$ cat src/rtl/swp_pkg.sv
package swp_pkg;

    // number of low address bits that take part in code matching
    localparam int CMP_W = 15;

    localparam logic [CMP_W-1:0] ADR_KEY_A = 15'h5555;
    localparam logic [CMP_W-1:0] ADR_KEY_B = 15'h2AAA;

    localparam logic [7:0] BYTE_K1   = 8'hAA;
    localparam logic [7:0] BYTE_K2   = 8'h55;
    localparam logic [7:0] BYTE_OPEN = 8'hA0;
    localparam logic [7:0] BYTE_REL  = 8'h80;
    localparam logic [7:0] BYTE_END  = 8'h20;

    typedef enum logic [2:0] {
        SQ_IDLE = 3'd0,
        SQ_K1   = 3'd1,
        SQ_K2   = 3'd2,
        SQ_OPEN = 3'd3,
        SQ_D3   = 3'd4,
        SQ_D4   = 3'd5,
        SQ_D5   = 3'd6
    } sq_state_t;

    typedef struct packed {
        logic k1;    // 0xAA at key address A
        logic k2;    // 0x55 at key address B
        logic open;  // 0xA0 at key address A
        logic rel;   // 0x80 at key address A
        logic fin;   // 0x20 at key address A
    } tok_t;

endpackage

$ cat src/rtl/swp_tok_dec.sv
module swp_tok_dec
    import swp_pkg::*;
#(
    parameter int ADDR_W = 17
) (
    input  logic [ADDR_W-1:0] addr,
    input  logic [7:0]        data,
    output tok_t              tok
);
    localparam logic [ADDR_W-1:0] CMP_MASK = ADDR_W'((64'd1 << CMP_W) - 64'd1);
    localparam logic [ADDR_W-1:0] KEY_A    = ADDR_W'(ADR_KEY_A);
    localparam logic [ADDR_W-1:0] KEY_B    = ADDR_W'(ADR_KEY_B);

    logic at_a;
    logic at_b;

    always_comb begin
        at_a     = (addr & CMP_MASK) == KEY_A;
        at_b     = (addr & CMP_MASK) == KEY_B;
        tok.k1   = at_a && (data == BYTE_K1);
        tok.k2   = at_b && (data == BYTE_K2);
        tok.open = at_a && (data == BYTE_OPEN);
        tok.rel  = at_a && (data == BYTE_REL);
        tok.fin  = at_a && (data == BYTE_END);
    end
endmodule

$ cat src/rtl/swp_seq_fsm.sv
module swp_seq_fsm
    import swp_pkg::*;
(
    input  logic clk,
    input  logic rst_n,
    input  logic wr_valid,
    input  tok_t tok,
    input  logic load_done,
    output logic wr_allow,
    output logic cmd_swallow,
    output logic prot_on
);
    sq_state_t st, st_nxt;
    logic      prot_q;
    logic      prot_set, prot_clr;

    // state and flag registers
    always_ff @(posedge clk) begin
        if (!rst_n) begin
            st     <= SQ_IDLE;
            prot_q <= 1'b0;
        end else begin
            st <= st_nxt;
            if (prot_clr)      prot_q <= 1'b0;
            else if (prot_set) prot_q <= 1'b1;
        end
    end

    // next state
    always_comb begin
        st_nxt = st;
        if (wr_valid) begin
            unique case (st)
                SQ_K1:   st_nxt = tok.k2 ? SQ_K2 : (tok.k1 ? SQ_K1 : SQ_IDLE);
                SQ_K2:   st_nxt = tok.open ? SQ_OPEN :
                                  tok.rel  ? SQ_D3   :
                                  tok.k1   ? SQ_K1   : SQ_IDLE;
                SQ_OPEN: st_nxt = load_done ? SQ_IDLE : SQ_OPEN;
                SQ_D3:   st_nxt = tok.k1 ? SQ_D4 : SQ_IDLE;
                SQ_D4:   st_nxt = tok.k2 ? SQ_D5 : (tok.k1 ? SQ_K1 : SQ_IDLE);
                SQ_D5:   st_nxt = tok.fin ? SQ_IDLE : (tok.k1 ? SQ_K1 : SQ_IDLE);
                default: st_nxt = tok.k1 ? SQ_K1 : SQ_IDLE;
            endcase
        end else if (st == SQ_OPEN && load_done) begin
            st_nxt = SQ_IDLE;
        end
    end

    // outputs
    always_comb begin
        wr_allow    = 1'b0;
        cmd_swallow = 1'b0;
        prot_set    = 1'b0;
        prot_clr    = 1'b0;
        if (wr_valid) begin
            unique case (st)
                SQ_OPEN: begin
                    wr_allow = 1'b1;
                    prot_set = 1'b1;
                end
                SQ_K1:   cmd_swallow = tok.k2 || tok.k1;
                SQ_K2:   cmd_swallow = tok.open || tok.rel || tok.k1;
                SQ_D3:   cmd_swallow = tok.k1;
                SQ_D4:   cmd_swallow = tok.k2 || tok.k1;
                SQ_D5: begin
                    cmd_swallow = tok.fin || tok.k1;
                    prot_clr    = tok.fin;
                end
                default: cmd_swallow = tok.k1;
            endcase
            if (st != SQ_OPEN && !cmd_swallow)
                wr_allow = !prot_q;
        end
    end

    assign prot_on = prot_q;



    allow_xor_swallow_chk: assert property (@(posedge clk) disable iff (!rst_n)
        !(wr_allow && cmd_swallow));


    prot_rise_chk: assert property (@(posedge clk) disable iff (!rst_n)
        $rose(prot_q) |-> $past(st == SQ_OPEN && wr_valid));


    prot_fall_chk: assert property (@(posedge clk) disable iff (!rst_n)
        $fell(prot_q) |-> $past(st == SQ_D5 && wr_valid && tok.fin));


    guarded_allow_chk: assert property (@(posedge clk) disable iff (!rst_n)
        (prot_q && wr_allow) |-> (st == SQ_OPEN));


    idle_done_chk: assert property (@(posedge clk) disable iff (!rst_n)
        (!wr_valid && st != SQ_OPEN) |=> ($stable(prot_q) && $stable(st)));


    quiet_chk: assert property (@(posedge clk) disable iff (!rst_n)
        !wr_valid |-> !(wr_allow || cmd_swallow));
endmodule

$ cat src/rtl/swp_seq_top.sv
module swp_seq_top
    import swp_pkg::*;
#(
    parameter int ADDR_W = 17
) (
    input  logic              clk,
    input  logic              rst_n,
    input  logic              wr_valid,
    input  logic [ADDR_W-1:0] wr_addr,
    input  logic [7:0]        wr_data,
    input  logic              load_done,
    output logic              wr_allow,
    output logic              cmd_swallow,
    output logic              prot_on
);
    tok_t tok;

    swp_tok_dec #(.ADDR_W(ADDR_W)) u_dec (
        .addr (wr_addr),
        .data (wr_data),
        .tok  (tok)
    );

    swp_seq_fsm u_fsm (
        .clk         (clk),
        .rst_n       (rst_n),
        .wr_valid    (wr_valid),
        .tok         (tok),
        .load_done   (load_done),
        .wr_allow    (wr_allow),
        .cmd_swallow (cmd_swallow),
        .prot_on     (prot_on)
    );
endmodule

$ cat config.mk
export PLATFORM = sky130hd
export DESIGN_NAME = swp_seq_top
export DESIGN_NICKNAME = d
export VERILOG_FILES = /design/src/rtl/swp_pkg.sv /design/src/rtl/swp_tok_dec.sv /design/src/rtl/swp_seq_fsm.sv /design/src/rtl/swp_seq_top.sv
export SDC_FILE = /design/constraint.sdc
export NUM_CORES = 1
export LEC_CHECK = 0
export BUFFER_PORTS_ARGS = -buffer_cell sky130_fd_sc_hd__buf_2
export CORE_AREA = 2 2 39 41
export CTS_BUF_LIST = sky130_fd_sc_hd__clkbuf_8
export DETAILED_ROUTE_END_ITERATION = 6
export DIE_AREA = 0 0 41 43
export HOLD_SLACK_MARGIN = 0.06
export PLACE_DENSITY_LB_ADDON = 0.15
export SYNTH_ARGS = -nofsm -noshare
export SYNTH_HDL_FRONTEND = slang
export SYNTH_SLANG_ARGS = --single-unit
$ cat constraint.sdc
create_clock -name clk -period 2.42 [get_ports clk]
set_input_delay 0.121 -clock clk [delete_from_list [all_inputs] [get_ports clk]]
set_output_delay 0.121 -clock clk [all_outputs]
set_load 0.005 [all_outputs]
==> out/metrics.csv <==
stage,metric,value,unit
worst_setup_path,path_class,flip-flop to output pin,
power_and_ir_drop,power.share.clock,54.2,%
timing,tightest_slew,0.412,ns
grt,grt_max_degree,11,
clock_tree,clock_sinks,4,
drt,drtIter0Drc,23,
yosys,ys.flop_type,dfxtp_1,
yosys,synthTopCellsByCount,"nor3_1, nand2_1, nor2_1",
hold_path,hp-class,input port to flip-flop,
timing,rsz0062_at_grt,no,
power_and_ir_drop,p_switching,54.8,uW
worst_setup_path,cp_data_arrival_time,1.82,ns
yosys,yosys.cell_types.count,36,
worst_setup_path,r2r_slack,0.95,ns
yosys,yosys.area_share.simple,59.9,%
worst_setup_path,worstPathRequired,2.30,ns
hold_path,hold_end,u_fsm.prot_on,
yosys,synth_area,533,um2
clock_tree,cts.clk_slew.worst_paths,0.03,ns
clock_tree,cts_inserted_buffers,3,
drt,drt_wl_total,1570,um
power_and_ir_drop,power_density,344,mW/mm2
run_status,outcome,finished clean,
job,maxCapViolations,0,
die,dieArea,0.00176,mm2
clock_tree,cts-resized-gates,0,
drt,vias,714,
timing,finalClockSkew,0.00161,ns
yosys,async_flop_share,0,%
power_and_ir_drop,p_int,197,uW
die,core,0.00138,mm2
yosys,synth_most_common_cell,nor3_1,
yosys,avgSynthCellArea,7.30,um2
yosys,synth_fp_nets,102,
yosys,synth.mux.area_fraction,0,%
hold_path,hp-start,wr_valid,
hold_path,holdPathStages,2,
place,hpwl,1250,um
finish,area_delta_synth_final,37.3,%
grt,grt_usage,19.3,%
power_and_ir_drop,p_leak,0.314,nW
place,placed_cell_area,691,um2
place,portBuffers,29,
yosys,synth_cells,73,
timing,fin_crit_sh,80.1,%
timing,final_max_slew_viol_count,0,
clock_tree,clock_path_buffers,2,
drt,viasPerCell,6.00,
power_and_ir_drop,comb_power_share,19.4,%
grt,grt_remaining_overflow,0,
place,place_ws,0.751,ns
drt,routedWlPerCell,13.2,um
die,die_w,41,um
yosys,ys_seq_elements,4,
finish,filler_cell_count,147,
die,io_pins,32,
yosys,synth_top_family_by_area,simple AND/OR/NAND/NOR gates,
grt,grt_antenna_before_repair,0,
drt,drt_drc_violations_left,0,
drt,ant_nets,0,
finish,postLayoutCellArea,732,um2
clock_tree,cts_hold_buf,0,
power_and_ir_drop,max-vdd-ir-drop,0.486,mV
yosys,ys_seq_area_share,15.0,%
yosys,synth_top_area_share,15.0,%
yosys,synth_edf_count,0,
worst_setup_path,r2r-end,u_fsm.st[1],
worst_setup_path,endpoint_kind,output pin,
timing,min_period,1.94,ns
worst_setup_path,start_kind,flip-flop,
timing,fin_hold_ws,0.165,ns
timing,hold_viol,0,
timing,tns,0,ns
die,rows,14,
power_and_ir_drop,power_frac_seq,26.4,%
yosys,yosys_warnings,0,
power_and_ir_drop,swShare,21.8,%
clock_tree,clkLatencyLatePin,0.21,ns
grt,grt_pass1_wl,2330,um
clock_tree,cts_root_buf,clkbuf_8,
yosys,synth_compound_area_share,22.3,%
worst_setup_path,r2r_start,u_fsm.st[0],
yosys,synth-xor-area-share,0,%
place,place.gp.congestion,0.869,
yosys,yosys-top-cells-area,"dfxtp_1, nor3_1, nand4_1",
timing,setup_viol,0,
clock_tree,cts_tree,yes,
finish,final_nets,134,
timing,finalWorstSetupSlack,0.481,ns
clock_tree,post_cts_buffers,0,
worst_setup_path,rr_worst_depth,5,
grt,grt_pass1_vias,595,
worst_setup_path,crit_path_max_fanout,8,
timing,max_freq,516,MHz
die,dieHeight,43,um
yosys,synth.largest_area_cell,dfxtp_1,
finish,drive_above_1_share,34.0,%
timing,slew_headroom,72.3,%
clock_tree,htreeDepth,1,
die,start_util,38.5,%
yosys,yosys.area_share.adder,0,%
drt,drt_pre_antenna_iters,4,
finish,antenna_cells,0,
layout make-up:
class	instances	area (um2)	area share (%)
multi-input cells	65	438	59.8
repair buffers	29	145	19.8
flip-flops and latches	4	80.1	10.9
clock buffers	3	41.3	5.64
well taps	16	20.0	2.74
inverters	2	7.51	1.03
cell usage in the layout (no fill, tap or decap), types with 2 or more instances in the layout:
cell,count
a211oi_1,2
a21boi_1,3
a31oi_1,3
buf_2,29
clkbuf_8,3
dfxtp_1,4
inv_1,2
nand2_1,6
nand3b_1,3
nand4_1,4
nor2_1,6
nor2b_1,3
nor3_1,7
nor4_1,3
o2111ai_1,2
o21ai_0,2
flip-flops by register name, indices dropped and copies added (netlist names):
signal	flops
u_fsm.st	3
u_fsm.prot_on	1
worst max-delay path, stage by stage, from the launching register on:
cell      delay, ns
dfxtp_1        0.38
nor4b_2        0.35
and4_1         0.28
nand3b_1       0.14
a211oi_1       0.08
o31a_1         0.24
buf_2          0.12
worst max path at each step:
stage | slack [ns] | end | cells after the start | start
finish | 0.48 | wr_allow | 6 | u_fsm.st[0]
CTS | 0.51 | wr_allow | 6 | u_fsm.st[0]
detailed placement | 0.75 | wr_allow | 6 | u_fsm.st[0]
global placement | 0.74 | wr_allow | 6 | u_fsm.st[0]
global route | 0.37 | wr_allow | 6 | u_fsm.st[0]
floorplan | 1.01 | wr_allow | 5 | u_fsm.st[0]
per-stage QoR:
| stage | total power, mW | util (%) | instances |
|---|---|---|---|
| after global routing | 0.269 | 52.9 | 119 |
| after floorplan | 0.0825 | - | 73 |
| after global placement | 0.115 | 49.9 | 116 |
| after CTS | 0.256 | 52.9 | 119 |
| final | 0.252 | 52.9 | 119 |
| after detailed placement | 0.116 | 49.9 | 116 |
power groups by stage:
stage | clock [mW] | sequential, mW | combinational (mW)
2_1_floorplan | 0 | 0.0673 | 0.0152
3_3_place_gp | 0 | 0.0673 | 0.0480
3_5_place_dp | 0 | 0.0673 | 0.0485
4_1_cts | 0.141 | 0.0664 | 0.0487
5_1_grt | 0.149 | 0.0664 | 0.0535
6_report | 0.136 | 0.0665 | 0.0490
logic make-up after synthesis:
logic type / after synthesis
flip-flops: 4
buffers and inverters: 4
AO/OA/AOI/OAI: 17
AND/OR/NAND/NOR: 48
layer usage:
| metal | global-route usage (%) | wire [um] | vias up |
|---|---|---|---|
| li1 | - | - | 355 |
| met1 | 22.3 | 665 | 315 |
| met3 | 7.85 | 161 | 0 |
| met2 | 31.9 | 740 | 44 |
| met4 | 4.00 | 0 | 0 |
| met5 | 0 | 0 | - |
Note: power is estimated with default switching activity, not from simulation.
